==> src/rtl/sci_steer_pkg.sv <==
package sci_steer_pkg;
    localparam int IRQ_W      = 5;
    localparam int SEL_W      = 3;
    localparam int LEG_LINES  = 16;
    localparam int APIC_LINES = 8;

    typedef struct packed {
        logic             legal;
        logic [IRQ_W-1:0] num;
    } route_t;

    typedef enum logic [1:0] {
        ST_IDLE   = 2'd0,
        ST_ACTIVE = 2'd1,
        ST_MOVE   = 2'd2
    } rt_state_t;

    function automatic route_t sel_decode(input logic [SEL_W-1:0] code);
        route_t r;
        r.legal = 1'b1;
        unique case (code)
            3'd0:    r.num = IRQ_W'(9);
            3'd1:    r.num = IRQ_W'(10);
            3'd2:    r.num = IRQ_W'(11);
            3'd4:    r.num = IRQ_W'(20);
            3'd5:    r.num = IRQ_W'(21);
            default: begin
                r.legal = 1'b0;
                r.num   = IRQ_W'(9);
            end
        endcase
        return r;
    endfunction
endpackage

==> src/rtl/sci_cfg_regs.sv <==
module sci_cfg_regs
    import sci_steer_pkg::*;
#(
    parameter int          ADDR_W    = 6,
    parameter int          BASE_IDX  = 16,
    parameter int          CTRL_IDX  = 17,
    parameter int          EN_BIT    = 7,
    parameter logic [31:0] BASE_MASK = 32'h0000_FF80
) (
    input  logic              clk,
    input  logic              rst_n,
    input  logic              wr_en,
    input  logic [ADDR_W-1:0] wr_addr,
    input  logic [3:0]        wr_be,
    input  logic [31:0]       wr_data,
    output logic [SEL_W-1:0]  sel,
    output logic [31:0]       base_eff,
    output logic              err
);
    localparam int BYTES = 4;

    logic [7:0]  ctrl_q, ctrl_nxt;
    logic [31:0] base_q, base_nxt, eff_q;
    logic        err_q, err_nxt, hit_base, hit_ctrl;

    assign hit_base = wr_en && (wr_addr == ADDR_W'(BASE_IDX)) && (|wr_be);
    assign hit_ctrl = wr_en && (wr_addr == ADDR_W'(CTRL_IDX)) && wr_be[0];

    always_comb begin
        base_nxt = base_q;
        for (int b = 0; b < BYTES; b++) begin
            if (hit_base && wr_be[b]) base_nxt[b*8 +: 8] = wr_data[b*8 +: 8];
        end
        ctrl_nxt = ctrl_q;
        err_nxt  = 1'b0;
        if (hit_ctrl) begin
            if (sel_decode(wr_data[SEL_W-1:0]).legal) begin
                ctrl_nxt = wr_data[7:0];
            end else begin
                ctrl_nxt = {wr_data[7:SEL_W], ctrl_q[SEL_W-1:0]};
                err_nxt  = 1'b1;
            end
        end
    end

    always_ff @(posedge clk or negedge rst_n) begin
        if (!rst_n) begin
            ctrl_q <= '0;
            base_q <= '0;
            eff_q  <= '0;
            err_q  <= 1'b0;
        end else begin
            ctrl_q <= ctrl_nxt;
            base_q <= base_nxt;
            err_q  <= err_nxt;
            if (hit_base || hit_ctrl)
                eff_q <= ctrl_nxt[EN_BIT] ? (base_nxt & BASE_MASK) : 32'h0;
        end
    end

    assign sel      = ctrl_q[SEL_W-1:0];
    assign base_eff = eff_q;
    assign err      = err_q;
endmodule

==> src/rtl/sci_route_fsm.sv <==
module sci_route_fsm
    import sci_steer_pkg::*;
(
    input  logic             clk,
    input  logic             rst_n,
    input  logic             sci_in,
    input  logic [IRQ_W-1:0] want,
    output logic [IRQ_W-1:0] tgt,
    output logic             drive
);
    rt_state_t        st_q, st_d;
    logic [IRQ_W-1:0] tgt_q, tgt_d;

    always_comb begin
        st_d  = st_q;
        tgt_d = tgt_q;
        unique case (st_q)
            ST_IDLE: begin
                tgt_d = want;
                if (sci_in) st_d = ST_ACTIVE;
            end
            ST_ACTIVE: begin
                if (!sci_in)            st_d = ST_IDLE;
                else if (want != tgt_q) st_d = ST_MOVE;
            end
            ST_MOVE: begin
                tgt_d = want;
                st_d  = sci_in ? ST_ACTIVE : ST_IDLE;
            end
            default: st_d = ST_IDLE;
        endcase
    end

    always_ff @(posedge clk or negedge rst_n) begin
        if (!rst_n) begin
            st_q  <= ST_IDLE;
            tgt_q <= IRQ_W'(9);
        end else begin
            st_q  <= st_d;
            tgt_q <= tgt_d;
        end
    end

    always_comb begin
        drive = (st_q == ST_ACTIVE);
        tgt   = tgt_q;
    end
endmodule

==> src/rtl/sci_line_drv.sv <==
module sci_line_drv
    import sci_steer_pkg::*;
(
    input  logic                  drive,
    input  logic [IRQ_W-1:0]      tgt,
    output logic [LEG_LINES-1:0]  leg,
    output logic [APIC_LINES-1:0] apic
);
    for (genvar i = 0; i < LEG_LINES; i++) begin : g_leg
        assign leg[i] = drive && (tgt == IRQ_W'(i));
    end
    for (genvar j = 0; j < APIC_LINES; j++) begin : g_apic
        assign apic[j] = drive && (tgt == IRQ_W'(LEG_LINES + j));
    end
endmodule

==> src/rtl/sci_steer.sv <==
module sci_steer
    import sci_steer_pkg::*;
#(
    parameter int          ADDR_W    = 6,
    parameter int          BASE_IDX  = 16,
    parameter int          CTRL_IDX  = 17,
    parameter logic [31:0] BASE_MASK = 32'h0000_FF80
) (
    input  logic                  clk,
    input  logic                  rst_n,
    input  logic                  wr_en,
    input  logic [ADDR_W-1:0]     wr_addr,
    input  logic [3:0]            wr_be,
    input  logic [31:0]           wr_data,
    input  logic                  sci_in,
    output logic [IRQ_W-1:0]      sci_irq,
    output logic                  sci_valid,
    output logic [31:0]           pm_base_eff,
    output logic [LEG_LINES-1:0]  legacy_irq,
    output logic [APIC_LINES-1:0] apic_irq,
    output logic                  err_pulse
);
    logic [SEL_W-1:0] sel;
    logic [IRQ_W-1:0] tgt;
    logic             drive;
    route_t           want;

    sci_cfg_regs #(
        .ADDR_W(ADDR_W), .BASE_IDX(BASE_IDX), .CTRL_IDX(CTRL_IDX),
        .EN_BIT(7), .BASE_MASK(BASE_MASK)
    ) u_regs (
        .clk(clk), .rst_n(rst_n), .wr_en(wr_en), .wr_addr(wr_addr),
        .wr_be(wr_be), .wr_data(wr_data), .sel(sel),
        .base_eff(pm_base_eff), .err(err_pulse)
    );

    assign want = sel_decode(sel);

    sci_route_fsm u_fsm (
        .clk(clk), .rst_n(rst_n), .sci_in(sci_in),
        .want(want.num), .tgt(tgt), .drive(drive)
    );

    sci_line_drv u_lines (
        .drive(drive), .tgt(tgt), .leg(legacy_irq), .apic(apic_irq)
    );

    assign sci_irq   = tgt;
    assign sci_valid = drive;
endmodule

==> config.mk <==
export PLATFORM = sky130hd
export DESIGN_NAME = sci_steer
export DESIGN_NICKNAME = d
export VERILOG_FILES = /design/src/rtl/sci_steer_pkg.sv /design/src/rtl/sci_cfg_regs.sv /design/src/rtl/sci_route_fsm.sv /design/src/rtl/sci_line_drv.sv /design/src/rtl/sci_steer.sv
export SDC_FILE = /design/constraint.sdc
export NUM_CORES = 1
export LEC_CHECK = 0
export CORE_UTILIZATION = 35
export DETAILED_ROUTE_END_ITERATION = 10
export DONT_BUFFER_PORTS = 1
export MAX_ROUTING_LAYER = met4
export PLACE_DENSITY = 0.58
export SKIP_LAST_GASP = 1
export SLEW_MARGIN = 0
export SYNTH_ARGS = -nofsm -noshare
export SYNTH_HDL_FRONTEND = slang
export SYNTH_SLANG_ARGS = --single-unit
==> constraint.sdc <==
create_clock -name clk -period 1.9 [get_ports clk]
set_input_delay 0.095 -clock clk [delete_from_list [all_inputs] [get_ports clk]]
set_output_delay 0.095 -clock clk [all_outputs]
set_load 0.01 [all_outputs]
# --- Word-level counts from Yosys, hierarchy flattened ---
# Cells that the tools add are included.
word_totals:
  regBits: 64
  wordCells: 101
  out_inout_bits: 63
classes:
  reduce_logical: 39
  n_eq_ne: 38
  mux: 15
ops:
  columns: ["op", "count"]
  rows:
  - ["equality test 5 x 4 -> 1 bit (second input constant)", 8]
  - ["equality test 5 bit (second input constant)", 8]
  - ["logical AND 1 bit", 30]
  - ["two-way mux 8 bit", 3]
  - ["equality test 5 x 3 -> 1 bit (second input constant)", 4]
  - ["one-hot mux 5 bit (4 select lines)", 1]
  - ["two-way mux 16 bit", 1]
  - ["equality test 3 bit (second input constant)", 4]
  - ["equality test 6 x 5 -> 1 bit (second input constant)", 2]
  - ["equality test 5 x 2 -> 1 bit (second input constant)", 2]
  - ["equality test 3 x 1 -> 1 bit (second input constant)", 2]
  - ["equality test 3 x 2 -> 1 bit (second input constant)", 2]
  - ["two-way mux 2 bit", 3]
  - ["one-hot mux 2 bit (3 select lines)", 1]
  - ["equality test 5 x 1 -> 1 bit (second input constant)", 1]
  - ["logical NOT 5 bit", 1]
  - ["two-way mux 1 bit", 5]
  - ["inequality test 5 bit", 1]
  - ["OR reduction 5 bit", 1]
  - ["AND reduction 2 bit", 2]
  - ["OR reduction 4 bit", 1]
  - ["logical NOT 3 bit", 1]
  - ["two-way mux 3 bit", 1]
  - ["inequality test 3 bit (second input constant)", 1]
  - ["6 further kinds", 6]

# --- Depth between registers and ports, before layout ---
logic_depth:
  word_depth: 7
  mapped_depth: 5

# --- Hierarchy ---
# Synthesis repeated with hierarchy kept, for this count alone.
hier_totals:
  hier_cells: 160
  hier_area_um2: 1737.9
by_module_without_submodules:
  columns: ["mod", "cells_each", "instances", "seq_area_each_um2", "area_per_inst_um2"]
  rows:
  - ["sci_cfg_regs", 93, 1, 575.6, 1177.4]
  - ["sci_route_fsm", 26, 1, 177.7, 342.8]
  - ["sci_line_drv", 35, 1, 0.0, 177.7]
  - ["sci_steer", 6, 1, 0.0, 40.0]

# --- Worst setup path after synthesis ---
# Ideal clock, no wire load.
synth_path:
  kind: "register to register"
  startpoint: "register u_fsm.tgt_q[0], in the netlist u_fsm.tgt[0]"
  endpoint: "register u_fsm.st_q[1]"
  arrival_time_ns: 1.501
  period_less_slack_ns: 1.642
  required_time_ns: 1.759
  n_path_buf: 1
  slack_ns: 0.258
  stages_incl_launch_ff: 5
  path_cell_list: "dfstp_2 -> clkbuf_1 -> o22ai_1 -> a2111oi_0 -> a21oi_1"
synth_between:
  elab_chain_cells: 3
synth_lines:
  columns: ["element", "line_no", "source"]
  rows:
  - ["start, declared", "sci_route_fsm.sv:12", "logic [IRQ_W-1:0] tgt_q, tgt_d;"]
  - ["start signal, assigned", "sci_route_fsm.sv:40", "tgt_q <= tgt_d;"]
  - ["inequality test 5 bit", "sci_route_fsm.sv:24", "else if (want != tgt_q) st_d = ST_MOVE;"]
  - ["inequality test 3 bit (no source line)", null, null]
  - ["AND reduction 2 bit (no source line)", null, null]
  - ["end signal, assigned", "sci_route_fsm.sv:39", "st_q <= st_d;"]
  - ["end, declared", "sci_route_fsm.sv:11", "rt_state_t st_q, st_d;"]
# No other way between the ends.
# A chain may end at the register's enable or synchronous reset.

# --- Final worst setup path ---
layout_path:
  startpoint: "register u_fsm.st_q[0]"
  endpoint: "output port legacy_irq[2]"
layout_between:
  elab_chain_cells: 2
layout_lines:
  columns: ["element", "line_no", "source"]
  rows:
  - ["equality test 2 x 1 -> 1 bit", "sci_route_fsm.sv:45", "drive = (st_q == ST_ACTIVE);"]
  - ["logical AND 1 bit", "sci_line_drv.sv:10", "assign leg[i] = drive && (tgt == IRQ_W'(i));"]
  - ["end, declared", "sci_steer.sv:19", "output logic [LEG_LINES-1:0] legacy_irq,"]
# No other way between the ends.

==> impl_metrics.yaml <==
synthesis:
  ys_ff_latch: 29
  netlist_area_um2: 1678
  yosys.cell_types.count: 40
  yosys.area.top_type: "dfrtp_1"
  postSynth.asyncResetShare: 1.000
  synthFlopType: "dfrtp_1"
  synth-edff-count: 0
  synth_top_area_frac: 0.4027
  synth-seq-area-share: 0.4340
  syn_area_per_cell_um2: 10.55
  synthTopCellsByArea: "dfrtp_1 40%, buf_4 17%, mux2_2 8.1%"
  yosys_warnings: 0
  netlist_instances: 159
setup_path:
  cp.required_ps: 1800
  cp_num_buf_inv: 1
  crit_chain: "inv_1 > or4_1 > nor2_1"
  critPathSlowestCell: "or4_1"
  path_max_fanout: 7
  end_kind: "output pin"
  critPathMaxStageDelay_ps: 630
  path_delay_family: "simple AND/OR/NAND/NOR gates"
  worstSetupPathType: "reg -> out"
  crit_arrival_ps: 1730
  start_kind: "register"
detailed_routing:
  drt_first_pass_iters: 7
  drtIter0Drc: 63
  drc: 7
  wl_mm: 3.237
  drtAntennaViolNets: 0
  avgViaCountPerCell: 5.000
  route.vias.total: 1125
  wl_per_cell_um: 14.39
clock_tree:
  clockRootBuffer: "clkbuf_8"
  cts_buffers: 5
  cts.clk_slew.worst_paths_ps: 60
  cts_num_sinks: 29
  clk_latency_ps: 270
  tritoncts: "built"
  cts_setup_buffers: 0
  htree_levels: 2
  clockBufferDepth: 2
run_status:
  violations: "DRC"
  status: "finished with violations"
sta:
  slew-limit-headroom: 0.5213
  slew_viol_final: 0
  timing.final.hold_violations: 0
  fin_crit_ps: 1825
  rsz0062_at_grt: "yes"
  fin_skew_ps: 3.999
  tightestPinTransition_ps: 713.2
  setup_slack_ps: 75.08
  timing.final.crit_share: 0.9605
  finalSetupViolCount: 0
  fmax_mhz: 548.0
power_and_ir_drop:
  power_density_nw_per_um2: 858.2
  vdd_drop_max_uv: 266.5
  power_mw: 1.573
  power.leakage_nw: 0.8740
layout:
  syn_to_final_growth_pct: 9.247
  mostFrequentLayoutCell: "conb_1"
  final_cell_mix: "35 x conb_1, 27 x dfrtp_1, 14 x nor2_1"
  layout-drive-gt1-share: 0.1792
  nNetsFinal: 218
  antenna_cells: 0
floorplan:
  die_h_um: 71.24
  die-area_um2: 5074
  initial_utilization: 0.3750
  die_w_um: 71.24
  io_pins: 109
  fp-row-count: 24
  core_area_um2: 4474
global_route:
  grt.overflow.total: 0
  grt_usage: 0.1370
  grt_pass1_wl_mm: 5.140
  grt_max_degree: 30
  grt_pass1_vias: 1090
  grt_antenna_before_repair: 0
placed_design:
  place_ws_ps: 248.4
  place.gp.congestion: 0.7580
  portBuffers: 0
  dp_hpwl_mm: 2.331
hold_path:
  hold_path_class: "in -> reg"
flow_run:
  maxCapViolations: 0
-- synthesized netlist by cell type, types with 2 or more instances --
library cell	instances
nand2b_1	3
a32o_1	9
a21oi_1	5
inv_1	2
nor2b_1	4
nand3b_1	2
nor2_1	14
dfrtp_1	27
a22o_1	2
a2bb2oi_1	3
clkbuf_1	4
dfstp_2	2
buf_4	37
nor3_1	4
nand2_1	5
mux2_2	12
-- worst paths after layout --
check,start,end,slack [ps],cells past startpoint
max reg2reg,u_regs.ctrl_q[2]$_DFFE_PN0P_,u_fsm.st_q[1]$_DFFE_PN0P_,300,4
min in group asynchronous,rst_n,u_regs.base_q[10]$_DFF_PN0_,250,2
max,u_fsm.st_q[0]$_DFFE_PN0P_,legacy_irq[2],80,3
max in group asynchronous,rst_n,u_fsm.tgt[3]$_DFFE_PN1P_,1410,2
min reg2reg,u_regs.base_q[15]$_DFF_PN0_,u_regs.base_q[15]$_DFF_PN0_,490,1
min,wr_data[0],u_regs.ctrl_q[0]$_DFFE_PN0P_,50,2
-- cells by family after synthesis --
| kind of cell | count (synthesis) | synth area share |
|---|---|---|
| other | 1 | 0.002235 |
| xor gates and xnor gates | 2 | 0.01044 |
| muxes | 13 | 0.08650 |
| AOI/OAI and AO/OA | 27 | 0.1283 |
| DFF | 29 | 0.4340 |
| buffers and inverters | 46 | 0.1872 |
| and+or+nand+nor | 41 | 0.1514 |
-- per-stage QoR --
step                cell area [um2]    util  TNS, ps  std cells  hold WS (ps)
detailed placement             1587  0.3546        0        204        -200.2
global placement               1587  0.3546        0        204        -200.1
global route                   1833  0.4097   -6.020        225         41.21
floorplan                      1805       -        0        193        -200.6
finish                         1833  0.4097        0        225         45.06
CTS                            1828  0.4086        0        225         32.20
-- routing by layer --
| layer | vias to the layer above | routed length (um) | track usage |
|---|---|---|---|
| met5 | - | 0 | - |
| met1 | 541 | 1292 | 0.1447 |
| met3 | 5 | 281 | 0.05626 |
| li1 | 513 | - | - |
| met2 | 66 | 1621 | 0.2212 |
| met4 | 0 | 41 | 0.06889 |
-- cell type report --
type                    count  area, um2
clock buffers               7      96.34
well taps                  52      65.06
repair buffers             16      162.7
fillers                   442       2641
flip-flops and latches     29      728.2
inverters                   2      7.507
multi-input cells         118      768.2
clock inverters             1      5.005
-- flip-flops by register name, indices dropped and copies added (netlist names) --
| name | cells |
|---|---|
| u_regs.base_eff | 9 |
| u_regs.ctrl_q | 4 |
| u_fsm.tgt | 4 |
| u_fsm.st_q | 2 |
| u_regs.err | 1 |
| u_regs.base_q | 9 |
-- worst reg2reg max path, cell delays in order (launching register included) --
cell and delay [ps]:
dfrtp_1 510, nand2b_1 190, mux2i_1 160, a2111oi_0 470
a21oi_1 150
-- repair_timing --
action                                  in CTS  in global routing
gates resized for setup                      0                  1
hold buffers                                13                  0
endpoints found under the setup margin       0                  1
hold endpoints to repair                    42                  0
-- power by group --
part	leakage (nW)	internal (mW)	switching [mW]	total (mW)
registers	0.391	0.674	0.0690	0.743
logic	0.429	0.124	0.169	0.292
clock network	0.0542	0.326	0.211	0.538
total	0.874	1.12	0.449	1.57
(Power assumes the default switching activity.)
